<file path="src/rtl/meas_conv_pkg.sv">
package meas_conv_pkg;

  localparam int SMP_W        = 16;
  localparam int AVG_LOG2_MAX = 7;
  localparam int ACC_W        = SMP_W + AVG_LOG2_MAX;
  localparam logic [SMP_W-1:0] CFG_POR = 16'h399F;

  typedef enum logic [1:0] {ST_IDLE, ST_LAUNCH, ST_WAIT, ST_FINISH} seq_state_t;
  typedef enum logic {CH_SHUNT = 1'b0, CH_BUS = 1'b1} chan_t;

  typedef struct packed {
    logic       soft_rst;
    logic [3:0] spare;
    logic [3:0] bus_fld;
    logic [3:0] shunt_fld;
    logic [2:0] mode;
  } cfg_t;

  // mode helpers: bit0 shunt, bit1 bus, bit2 continuous
  function automatic logic mode_stopped(input logic [2:0] m);
    return (m[1:0] == 2'b00);
  endfunction

  // number of averaged samples as a log2
  function automatic logic [2:0] fld_log2(input logic [3:0] f);
    return f[3] ? f[2:0] : 3'd0;
  endfunction

  // low bits discarded in single-conversion mode
  function automatic logic [1:0] fld_drop(input logic [3:0] f);
    return f[3] ? 2'd0 : (2'd3 - f[1:0]);
  endfunction

  function automatic logic [SMP_W-1:0] trim_lsbs(input logic [SMP_W-1:0] s,
                                                  input logic [1:0] drop);
    logic [SMP_W-1:0] keep;
    keep = {SMP_W{1'b1}} << drop;
    return s & keep;
  endfunction

  function automatic logic [SMP_W-1:0] avg_scale(input logic signed [ACC_W-1:0] acc,
                                                  input logic [2:0] sh);
    logic signed [ACC_W-1:0] t;
    t = acc >>> sh;
    return t[SMP_W-1:0];
  endfunction

endpackage

</file>
<file path="src/rtl/mcs_cfg_reg.sv">
module mcs_cfg_reg
  import meas_conv_pkg::*;
#(
  parameter logic [SMP_W-1:0] RESET_CFG = CFG_POR
) (
  input  logic             clk,
  input  logic             rst_n,
  input  logic             cfg_wr,
  input  logic [SMP_W-1:0] cfg_wdata,
  output cfg_t             cfg_q,
  output logic             restart_q,
  output logic             soft_rst,
  output logic             rdy_clr
);

  cfg_t wr_word;
  assign wr_word  = cfg_t'(cfg_wdata);
  assign soft_rst = cfg_wr & wr_word.soft_rst;
  assign rdy_clr  = cfg_wr & (wr_word.soft_rst | !mode_stopped(wr_word.mode));

  always_ff @(posedge clk) begin
    if (!rst_n) begin
      cfg_q     <= cfg_t'(RESET_CFG);
      restart_q <= 1'b1;
    end else begin
      restart_q <= cfg_wr;
      if (cfg_wr) begin
        if (wr_word.soft_rst) cfg_q <= cfg_t'(RESET_CFG);
        else                  cfg_q <= wr_word;
      end
    end
  end

endmodule

</file>
<file path="src/rtl/mcs_sequencer.sv">
module mcs_sequencer
  import meas_conv_pkg::*;
#(
  parameter int CNT_W = AVG_LOG2_MAX
) (
  input  logic       clk,
  input  logic       rst_n,
  input  logic       abort,
  input  logic       restart,
  input  logic [2:0] mode,
  input  logic [3:0] shunt_fld,
  input  logic [3:0] bus_fld,
  input  logic       smp_valid,
  output logic       smp_req,
  output chan_t      chan,
  output logic [3:0] cur_fld,
  output logic       take,
  output logic       first,
  output logic       chan_done,
  output logic       pass_done
);

  seq_state_t       state;
  logic [CNT_W-1:0] cnt;
  logic [CNT_W-1:0] last_idx;
  logic [CNT_W:0]   span;
  chan_t            first_chan;

  assign cur_fld    = (chan == CH_SHUNT) ? shunt_fld : bus_fld;
  assign span       = (CNT_W+1)'(1) << fld_log2(cur_fld);
  assign last_idx   = CNT_W'(span - 1'b1);
  assign first_chan = mode[0] ? CH_SHUNT : CH_BUS;

  assign smp_req    = (state == ST_WAIT);
  assign take       = (state == ST_WAIT) & smp_valid & !abort;
  assign first      = (cnt == '0);
  assign chan_done  = take & (cnt == last_idx);
  assign pass_done  = (state == ST_FINISH) & !abort;

  always_ff @(posedge clk) begin
    if (!rst_n) begin
      state <= ST_IDLE;
      chan  <= CH_SHUNT;
      cnt   <= '0;
    end else if (abort) begin
      state <= ST_IDLE;
    end else begin
      case (state)
        ST_IDLE: if (restart && !mode_stopped(mode)) begin
          state <= ST_LAUNCH;
          chan  <= first_chan;
          cnt   <= '0;
        end
        ST_LAUNCH: state <= ST_WAIT;
        ST_WAIT: if (take) begin
          if (chan_done) begin
            if (chan == CH_SHUNT && mode[1]) begin
              chan  <= CH_BUS;
              cnt   <= '0;
              state <= ST_LAUNCH;
            end else begin
              state <= ST_FINISH;
            end
          end else begin
            cnt   <= cnt + 1'b1;
            state <= ST_LAUNCH;
          end
        end
        ST_FINISH: if (mode[2]) begin
          state <= ST_LAUNCH;
          chan  <= first_chan;
          cnt   <= '0;
        end else begin
          state <= ST_IDLE;
        end
        default: state <= ST_IDLE;
      endcase
    end
  end

endmodule

</file>
<file path="src/rtl/mcs_accum.sv">
module mcs_accum
  import meas_conv_pkg::*;
(
  input  logic             clk,
  input  logic             rst_n,
  input  logic             take,
  input  logic             first,
  input  logic [3:0]       fld,
  input  logic [SMP_W-1:0] sample,
  output logic [SMP_W-1:0] result
);

  logic signed [ACC_W-1:0] acc_q;
  logic signed [ACC_W-1:0] acc_next;
  logic signed [ACC_W-1:0] smp_ext;

  assign smp_ext  = ACC_W'(signed'(sample));
  assign acc_next = first ? smp_ext : (acc_q + smp_ext);
  assign result   = fld[3] ? avg_scale(acc_next, fld_log2(fld))
                           : trim_lsbs(sample, fld_drop(fld));

  always_ff @(posedge clk) begin
    if (!rst_n)    acc_q <= '0;
    else if (take) acc_q <= acc_next;
  end

endmodule

</file>
<file path="src/rtl/mcs_result.sv">
module mcs_result
  import meas_conv_pkg::*;
#(
  parameter int NCH = 2
) (
  input  logic             clk,
  input  logic             rst_n,
  input  logic             soft_rst,
  input  logic             chan_done,
  input  chan_t            chan,
  input  logic [SMP_W-1:0] result,
  input  logic             pass_done,
  input  logic             rdy_clr,
  input  logic             bus_rd,
  output logic [SMP_W-1:0] res_q [NCH],
  output logic             ready
);

  for (genvar g = 0; g < NCH; g++) begin : g_ch
    always_ff @(posedge clk) begin
      if (!rst_n || soft_rst)                      res_q[g] <= '0;
      else if (chan_done && (int'(chan) == g))     res_q[g] <= result;
    end
  end

  // set has priority over the clear by bus read
  always_ff @(posedge clk) begin
    if (!rst_n || soft_rst)      ready <= 1'b0;
    else if (pass_done)          ready <= 1'b1;
    else if (rdy_clr || bus_rd)  ready <= 1'b0;
  end

endmodule

</file>
<file path="src/rtl/meas_conv_seq.sv">
module meas_conv_seq
  import meas_conv_pkg::*;
(
  input  logic        clk,
  input  logic        rst_n,
  input  logic        cfg_wr,
  input  logic [15:0] cfg_wdata,
  output logic [15:0] cfg_rdata,
  input  logic        bus_rd,
  output logic        smp_req,
  output logic        smp_chan,
  output logic [3:0]  smp_field,
  input  logic        smp_valid,
  input  logic [15:0] smp_data,
  output logic [15:0] shunt_res,
  output logic [15:0] bus_res,
  output logic        conv_ready
);

  cfg_t             cfg_q;
  logic             restart_q, soft_rst, rdy_clr;
  chan_t            chan;
  logic             take, first, chan_done, pass_done;
  logic [SMP_W-1:0] result;
  logic [SMP_W-1:0] res_q [2];

  mcs_cfg_reg u_cfg (
    .clk(clk), .rst_n(rst_n), .cfg_wr(cfg_wr), .cfg_wdata(cfg_wdata),
    .cfg_q(cfg_q), .restart_q(restart_q), .soft_rst(soft_rst), .rdy_clr(rdy_clr)
  );

  mcs_sequencer u_seq (
    .clk(clk), .rst_n(rst_n), .abort(cfg_wr), .restart(restart_q),
    .mode(cfg_q.mode), .shunt_fld(cfg_q.shunt_fld), .bus_fld(cfg_q.bus_fld),
    .smp_valid(smp_valid), .smp_req(smp_req), .chan(chan), .cur_fld(smp_field),
    .take(take), .first(first), .chan_done(chan_done), .pass_done(pass_done)
  );

  mcs_accum u_acc (
    .clk(clk), .rst_n(rst_n), .take(take), .first(first),
    .fld(smp_field), .sample(smp_data), .result(result)
  );

  mcs_result #(.NCH(2)) u_res (
    .clk(clk), .rst_n(rst_n), .soft_rst(soft_rst), .chan_done(chan_done),
    .chan(chan), .result(result), .pass_done(pass_done), .rdy_clr(rdy_clr),
    .bus_rd(bus_rd), .res_q(res_q), .ready(conv_ready)
  );

  assign cfg_rdata = cfg_q;
  assign smp_chan  = chan;
  assign shunt_res = res_q[0];
  assign bus_res   = res_q[1];

endmodule

</file>
<file path="config.mk">
export PLATFORM = sky130hd
export DESIGN_NAME = meas_conv_seq
export DESIGN_NICKNAME = d
export VERILOG_FILES = /design/src/rtl/meas_conv_pkg.sv /design/src/rtl/mcs_cfg_reg.sv /design/src/rtl/mcs_sequencer.sv /design/src/rtl/mcs_accum.sv /design/src/rtl/mcs_result.sv /design/src/rtl/meas_conv_seq.sv
export SDC_FILE = /design/constraint.sdc
export NUM_CORES = 1
export LEC_CHECK = 0
export CAP_MARGIN = 5
export CORE_MARGIN = 2
export CORE_UTILIZATION = 40
export DETAILED_ROUTE_END_ITERATION = 8
export HOLD_SLACK_MARGIN = 0.12
export SYNTH_ARGS = -nofsm -noshare
export SYNTH_HDL_FRONTEND = slang
export SYNTH_HIERARCHICAL = 1
export SYNTH_SLANG_ARGS = --single-unit
</file>
<file path="constraint.sdc">
create_clock -name clk -period 10.8 [get_ports clk]
set_clock_uncertainty 0.15 [all_clocks]
set_input_delay 3.24 -clock clk [delete_from_list [all_inputs] [get_ports clk]]
set_output_delay 3.24 -clock clk [all_outputs]
set_load 0.01 [all_outputs]
</file>
==> impl_metrics.ini, run 1 <==
[grt]
grt_max_degree = 50
antenna_found_initial = 1
grt_pass1_wl_mm = 29.40
grt_pass1_vias = 5760
gr-total-overflow = 0
grt_usage_pct = 22.16

[hold_path]
hold-path-cell-count = 2
min_to = u_res/res_q[7]
worstHoldStart = u_res/res_q[7]
hp-class = reg2reg

[power]
p_leak_nw = 2.778
seq_power_share_pct = 36.9
internal_power_uw = 601.6
max-vdd-ir-drop_uv = 74.59
switching_share_pct = 28.84
p_comb_share_pct = 19.7
switchingPower_uw = 243.9
power.density_mw_per_mm2 = 111.9
p_total_uw = 845.5
p_clk_share_pct = 43.4

[setup_path]
slowest_stage = clkdlybuf4s50_1
crit_path_max_fanout = 4
cp_top_family = compound AO/OA/AOI/OAI gates
r2r_slack_ns = 6.59
worstPathRequired_ns = 10.93
r2r-end = u_res/res_q[9]
path_buf_inv = 2
crit_path_end_kind = flop
start_kind = input port
crit_type = in2reg
crit_arrival_ns = 6.87
path_cells = clkdlybuf4s50_1 > ha_1 > inv_1 > fa_1 > nand2b_1 > a21oi_1 > o21ai_0 > a21oi_1 > a31oi_1 > xnor2_1 > a221oi_1 > mux2i_1 > o21ai_0 > nand2_1 > a21oi_1
critPathMaxStageDelay_ns = 0.49
critical_path.most_common_cell = a21oi_1
worst-path-stages = 15
r2r_cells = 11
reg2reg_from = u_seq/chan

[detailed_routing]
drt_first_pass_iters = 9
ant_nets = 0
wire_per_inst_um = 17.14
drc_errors = 0
vias = 6086
drt_iter0_markers = 425
viasPerCell = 5.661
wl_mm = 18.42

[final_layout]
final_area_mm2 = 0.007559
fin_nets = 917
drive_above_1_share_pct = 10.94
n_antenna_cell = 0
area_growth_pct = 18.59
final_core_util_pct = 48.10

[logic_synthesis]
synthTopCellsByCount = nand2_1 (127), dfxtp_1 (82), a21oi_1 (66)
synth_area_per_cell_um2 = 7.977
synth.most_common_cell = nand2_1
synth_area_leaders = dfxtp_1 (26%), nand2_1 (7.5%), a21oi_1 (5.2%)
yosysSeqAreaShare_pct = 25.76
ys.warnings.count = 6
synth_cell_types = 96
async_flop_share_pct = 0
synth_top_area_share_pct = 25.76
yosys_register_bits = 82
syn_area_mm2 = 0.006374
synth_flop_cell = dfxtp_1
syn-num-nets = 862
synth_top_area_cell = dfxtp_1
synth_edf_count = 0
syn_inst = 799

[floorplanning]
core_area_mm2 = 0.01571
num_rows = 46
die_y_um = 130.2
dieArea_mm2 = 0.01696
initial_core_util_pct = 40.56
num_io_pins = 92
die_x_um = 130.2

[sta]
finalSetupViolations = 0
finalSetupTns_ns = 0
slew_headroom_pct = 34.88
rsz0062_at_grt = no
max_freq_ghz = 0.1485
timing.final.crit_period_ns = 6.735
worst_pin_slew_ns = 0.9745
slew_viol_final = 0
finalCritPeriodShare_pct = 62.36
hold_violations = 0

[clock_network]
cts_buffers = 9
root_buffer = clkbuf_16
cts_setup_buffers = 0
postCtsHoldBufs = 0
htreeDepth = 3
cts_buffer_depth = 2
clkLatencyLatePin_ns = 0.35
cts.sinks = 82
clk_pin_slew_ns = 0.06
cts_tree = done
cts_resized = 0

[placed_design]
port-buffer-count = 90
finalWeightedCongestion = 0.8541
dp_hpwl_mm = 13.29
dpl-instance-area_mm2 = 0.007209

[flow_run]
cap_violations = 0

[status]
outcome = complete, no violations
==> power groups by stage <==
stage	clock, mW	combinational [mW]	sequential [mW]
after floorplan	0	0.118	0.318
after global placement	0	0.164	0.319
after detailed placement	0	0.164	0.319
after CTS	0.376	0.165	0.312
after global routing	0.386	0.181	0.313
final	0.367	0.166	0.312
==> cell families after synthesis <==
family                     after synthesis  synth area share, %
AOI/OAI and AO/OA                      255                28.88
xor gates and xnor gates                21                2.886
adders and majority gates               26                5.222
buffers and inverters                   74                7.342
DFF                                     82                25.76
muxes                                   30                5.712
other                                    1              0.05884
and+or+nand+nor                        310                24.15
==> flip-flops by register name (all words and copies together) (netlist names) <==
name,flops
u_cfg/cfg_q,15
u_seq/chan,1
u_seq/cnt,7
u_seq/state,2
u_res/res_q,32
u_cfg/restart_q,1
u_res/ready,1
u_acc/acc_q,23
==> layout by cell type, fill, tap and decap left out, types with 9 or more instances in the layout <==
cell type	count
mux2i_1	19
a21oi_2	20
dfxtp_1	82
xor2_1	10
ha_1	25
o211a_1	10
nor2_1	64
clkbuf_16	9
nand2b_1	14
clkdlybuf4s50_1	89
xnor2_1	11
o21ai_1	24
a21oi_1	66
nand4_1	12
nor3b_1	18
o21ai_0	32
inv_1	15
nand3_1	14
nand2_1	127
==> metrics by stage <==
| stage | worst slack [ns] | std cells | hold WS (ns) |
|---|---|---|---|
| after floorplan | 4.923 | 799 | 0.3038 |
| after global placement | 3.771 | 1059 | 0.2944 |
| after detailed placement | 3.772 | 1059 | 0.2977 |
| after CTS | 4.110 | 1075 | 0.3065 |
| after global routing | 3.862 | 1075 | 0.3262 |
| final | 4.065 | 1075 | 0.3019 |
==> tightest hold or removal path, delay by kind of cell (launching register included) <==
kind	cells	cell delay [ns]
AO/OA/AOI/OAI	1	0.05
flip-flops	1	0.31
AND/OR/NAND/NOR	1	0.05
==> worst max-delay path by stage <==
stage	start	endpoint	slack, ns
final	smp_data[0]	u_res/res_q[26]	4.07
after global routing	smp_data[0]	u_res/res_q[24]	3.86
after CTS	smp_data[0]	u_res/res_q[26]	4.11
after detailed placement	smp_data[0]	u_res/res_q[26]	3.77
after global placement	smp_data[0]	u_res/res_q[26]	3.77
after floorplan	smp_data[0]	u_res/res_q[28]	4.92
==> metal layers <==
layer / global-route usage [%] / vias up / wire length [µm]
met4: 7.464 / 0 / 461
li1: - / 3020 / -
met2: 36.83 / 208 / 8577
met3: 5.863 / 33 / 1156
met1: 27.91 / 2825 / 8226
met5: 0 / - / 0
==> cell type report <==
| class | instances | area [µm²] |
|---|---|---|
| clock buffer | 9 | 225.2 |
| clock inverter | 7 | 123.9 |
| fill | 1594 | 8154 |
| inverter | 22 | 82.58 |
| multi-input combinational | 643 | 4274 |
| sequential | 82 | 1642 |
| tap | 216 | 270.3 |
| timing repair buffer | 96 | 940.9 |
(Power assumes the default switching activity.)
==> run 2, diff against run 1 <==
clock period = 5.6 ns   (was 10.8 ns; I/O delays follow)
==> run 2 against run 1 <==
Against the previous run: sequential share of layout area barely moved; clock power grew 69%; via count decreased by 0.53%; register-to-register slack worse by 4.9 ns; global-route usage up 0.64 points; die area is the same; setup slack worse by 3.5 ns; sequential power grew 93%.
==> impl_metrics.ini, run 2 (same netlist as run 1, synthesis figures left out) <==
[clock_network]
htreeDepth = 3
cts_tree = done
clk_pin_slew_ns = 0.06
root_buffer = clkbuf_16
clkLatencyLatePin_ns = 0.35
cts_setup_buffers = 0
postCtsHoldBufs = 0
cts.sinks = 82
cts_buffer_depth = 2
cts_buffers = 9
cts_resized = 0

[detailed_routing]
wl_mm = 19.09
ant_nets = 0
viasPerCell = 5.600
wire_per_inst_um = 17.66
drc_errors = 0
vias = 6054
drt_iter0_markers = 432
drt_first_pass_iters = 5

[final_layout]
largest_reg_flops = 32
multi_input_area_mm2 = 0.004274
n_antenna_cell = 0
final_cell_mix = nand2_1 (127), clkdlybuf4s50_1 (89), dfxtp_1 (82), a21oi_1 (66), nor2_1 (64)
reg_top3 = u_res/res_q x32, u_acc/acc_q x23, u_cfg/cfg_q x15
area_growth_pct = 18.63
final_area_mm2 = 0.007561
drive_above_1_share_pct = 11.45
final_common_cell = nand2_1
nFillCells = 1587
seqCellArea_mm2 = 0.001642
fin_nets = 923
largest-register = u_res/res_q

[power]
p_clk_share_pct = 39.9
switching_share_pct = 30.08
p_total_mw = 1.553
switchingPower_uw = 466.9
p_comb_share_pct = 21.4
max-vdd-ir-drop_uv = 150.7
internal_power_mw = 1.086
power.density_mw_per_mm2 = 205.3
p_leak_nw = 2.787
seq_power_share_pct = 38.7

[sta]
timing.final.crit_period_ns = 5.043
finalCritPeriodShare_pct = 90.05
worst_pin_slew_ns = 1.025
finalSetupViolations = 0
max_freq_ghz = 0.1983
finalSetupTns_ns = 0
slew_headroom_pct = 31.53
slew_viol_final = 0
rsz0062_at_grt = no
hold_violations = 0

[setup_path]
crit_type = in2reg
path_cells = clkdlybuf4s50_1 > ha_1 > inv_1 > fa_1 > nand2b_1 > a21oi_1 > o21ai_0 > and3b_1 > o31ai_1 > nor2_1 > a211oi_1 > nor4_1 > o31ai_1 > nand2_1 > a21oi_1
critPathMaxStageDelay_ns = 0.48
path_buf_inv = 2
worstPathRequired_ns = 5.72
crit_path_max_fanout = 3
start_kind = input port
r2r_slack_ns = 1.74
crit_path_end_kind = flop
slowest_stage = clkdlybuf4s50_1
cp_top_family = compound AO/OA/AOI/OAI gates
crit_arrival_ns = 5.17

[placed_design]
port-buffer-count = 90
dp_hpwl_mm = 13.76
finalWeightedCongestion = 0.8633
dpl-instance-area_mm2 = 0.007254

[grt]
gr-total-overflow = 0
grt_usage_pct = 22.80
grt_max_degree = 39
grt_pass1_vias = 5869
antenna_found_initial = 0
grt_pass1_wl_mm = 30.39

[floorplanning]
core_area_mm2 = 0.01571
die_y_um = 130.2
die_x_um = 130.2
num_rows = 46
dieArea_mm2 = 0.01696
initial_core_util_pct = 40.56
num_io_pins = 92

[hold_path]
hp-class = reg2reg

[flow_run]
cap_violations = 0

[status]
outcome = complete, no violations
run 2: through the flow:
stage / cells / util, % / setup slack (ns) / hold slack, ns
after global placement: 1065 / 46.17 / 0.2826 / 0.2936
after global routing: 1081 / 48.12 / 0.2867 / 0.3287
after CTS: 1081 / 48.12 / 0.6086 / 0.3103
after floorplan: 799 / - / 1.283 / 0.3038
after detailed placement: 1065 / 46.17 / 0.2970 / 0.3001
final: 1081 / 48.12 / 0.5571 / 0.3072
run 2: layout make-up:
cell class | instances | share of cell area (%)
Tap cell | 216 | 3.574
Clock inverter | 5 | 0.8440
Timing Repair Buffer | 102 | 13.04
Clock buffer | 11 | 3.210
Inverter | 22 | 1.092
Sequential cell | 82 | 21.71
Multi-Input combinational cell | 643 | 56.53
run 2: routing by layer:
layer	wire length (µm)	vias up	track usage, %
met5	0	-	0
met4	445	0	8.159
met3	1043	29	4.797
met2	8983	170	38.13
met1	8614	2837	29.08
li1	-	3018	-
run 2: path summary, 6_finish.rpt:
kind / from / to / cells after the start
worst max-delay path: smp_data[0] / u_res/res_q[8] / 15
worst min-delay path: u_res/res_q[7] / u_res/res_q[7] / 2
worst min register to register: u_res/res_q[7] / u_res/res_q[7] / 2
worst max register to register: u_seq/chan / u_res/res_q[3] / 11
run 2: power groups by stage:
stage	sequential, mW	combinational (mW)	clock (mW)
CTS	0.601	0.328	0.635
finish	0.601	0.332	0.620
global route	0.602	0.361	0.653
floorplan	0.614	0.227	0
detailed placement	0.614	0.326	0
global placement	0.614	0.327	0
run 2: worst reg2reg max path, stage by stage (launching register included):
cell	delay, ns
dfxtp_1	0.51
mux2i_2	0.41
inv_2	0.27
nand4_1	0.16
ha_1	0.30
mux4_2	0.34
a32oi_1	0.24
xor2_1	0.28
and4_1	0.30
and2_1	0.56
nand2_1	0.12
a21oi_1	0.15
==> run 3, diff against run 2 <==
REMOVE_ABC_BUFFERS = 1   (was unset)
==> run 3 against run 2 <==
Against the previous run: register-to-register slack lost 0.48 ns; critical path depth unchanged; power down 0.86%; worst hold slack worse by 0.0028 ns; clock-buffer cell count unchanged; sequential share of layout area grew 0.076 points; clock power shrank 2%; via count grew 0.12%; final cell count is 0.19% lower; non-clock buffer count shrank 2; critical path type unchanged; largest power group unchanged; highest routed layer unchanged.
==> impl_metrics.ini, run 3 (same netlist as run 1, synthesis figures left out) <==
[final_layout]
final_core_util_pct = 47.95
fin_cells = 1079
largest_reg_flops = 32
reg_top3 = u_res/res_q x32, u_acc/acc_q x23, u_cfg/cfg_q x15
final_area_mm2 = 0.007535
largest-register = u_res/res_q
fin_nets = 921
final_cell_mix = nand2_1 (127), clkdlybuf4s50_1 (89), dfxtp_1 (82), a21oi_1 (66), nor2_1 (64)
final_common_cell = nand2_1
drive_above_1_share_pct = 11.12
area_growth_pct = 18.22
n_antenna_cell = 0

[detailed_routing]
drt_first_pass_iters = 5
wire_per_inst_um = 17.48
drc_errors = 0
viasPerCell = 5.617
wl_mm = 18.86
ant_nets = 0
drt_iter0_markers = 554
vias = 6061

[floorplanning]
die_x_um = 130.2
dieArea_mm2 = 0.01696
die_y_um = 130.2
num_io_pins = 92
initial_core_util_pct = 40.56
num_rows = 46
core_area_mm2 = 0.01571

[sta]
finalSetupTns_ns = 0
slew_headroom_pct = 36.04
finalSetupViolations = 0
finalCritPeriodShare_pct = 90.08
holdWs_ns = 0.3044
rsz0062_at_grt = no
slew_viol_final = 0
timing.final.crit_period_ns = 5.045
max_freq_ghz = 0.1982
hold_violations = 0
worst_pin_slew_ns = 0.9570

[power]
max-vdd-ir-drop_uv = 142.8
power.density_mw_per_mm2 = 204.3
p_leak_nw = 2.767

[clock_network]
postCtsHoldBufs = 0
cts_resized = 0
cts_buffers = 9
cts_setup_buffers = 0
clkLatencyLatePin_ns = 0.36
clk_pin_slew_ns = 0.07
cts_tree = done
cts.sinks = 82
root_buffer = clkbuf_16
cts_buffer_depth = 2
htreeDepth = 3

[flow_run]
cap_violations = 0

[placed_design]
dpl-instance-area_mm2 = 0.007239
finalWeightedCongestion = 0.8990
port-buffer-count = 90
dp_cells = 1063
dp_hpwl_mm = 13.79

[setup_path]
reg2reg_from = u_seq/chan
crit_path_max_fanout = 4
crit_arrival_ns = 5.18
r2r_cells = 12
worstPathRequired_ns = 5.74
crit_path_end_kind = flop
start_kind = input port
r2r-end = u_res/res_q[17]
r2r_slack_ns = 1.26
crit_type = in2reg

[hold_path]
min_to = u_res/res_q[7]
hold-path-cell-count = 2
hp-class = reg2reg
worstHoldStart = u_res/res_q[7]

[grt]
grt_usage_pct = 22.59
grt_max_degree = 40
grt_pass1_vias = 5483
grt_pass1_wl_mm = 29.90
gr-total-overflow = 0
antenna_found_initial = 0

[status]
outcome = complete, no violations
## run 3: cell count changes in the layout (fill, tap and decap cells not counted), sizes merged
cell,before,now
buf,13,11
clkinv,4,2
clkinvlp,1,2
inv,21,22
## run 3: area by class of cell
type / count / area (µm²)
clock inverter: 5 / 62.56
clock buffer: 11 / 232.7
multi-input combinational: 643 / 4274
tap: 216 / 270.3
fill: 1570 / 8178
timing repair buffer: 100 / 970.9
inverter: 22 / 82.58
sequential: 82 / 1642
## run 3: routing by layer
layer  GRT usage, %  vias up  part of all wire (%)
met1          33.12     2829                    49
met5              0        -                     0
li1               -     3013                     -
met2          33.69      199                    43
met3          3.485       20                   6.0
met4          7.527        0                   1.6
## run 3: worst max-delay path: stages
cell             delay [ns]
clkdlybuf4s50_1        0.49
ha_1                   0.18
inv_1                  0.06
fa_1                   0.39
nand2b_1               0.19
a21oi_1                0.23
o21ai_0                0.22
a21oi_1                0.35
a31oi_1                0.15
xnor2_1                0.21
a221oi_1               0.34
mux2i_1                0.15
o21ai_0                0.32
nand2_1                0.09
a21oi_1                0.13
## run 3: worst max path at each step
stage,from,endpoint,cells past startpoint
floorplan,cfg_wr,u_res/res_q[16],7
global placement,smp_data[0],u_res/res_q[24],15
detailed placement,smp_data[0],u_res/res_q[24],15
CTS,smp_data[0],u_res/res_q[8],15
global route,smp_data[0],u_res/res_q[26],15
finish,smp_data[0],u_res/res_q[10],15
## run 3: power breakdown
| group | switching, mW | internal [mW] |
|---|---|---|
| registers | 0.0110 | 0.592 |
| clock network | 0.261 | 0.348 |
| logic | 0.196 | 0.132 |
## run 3: through the flow
step / total power [mW] / setup WS (ns)
after floorplan: 0.8147 / 0.4297
final: 1.539 / 0.5553
after detailed placement: 0.9375 / 0.2529
after global placement: 0.9383 / 0.2677
after global routing: 1.606 / 0.2801
after CTS: 1.549 / 0.6206
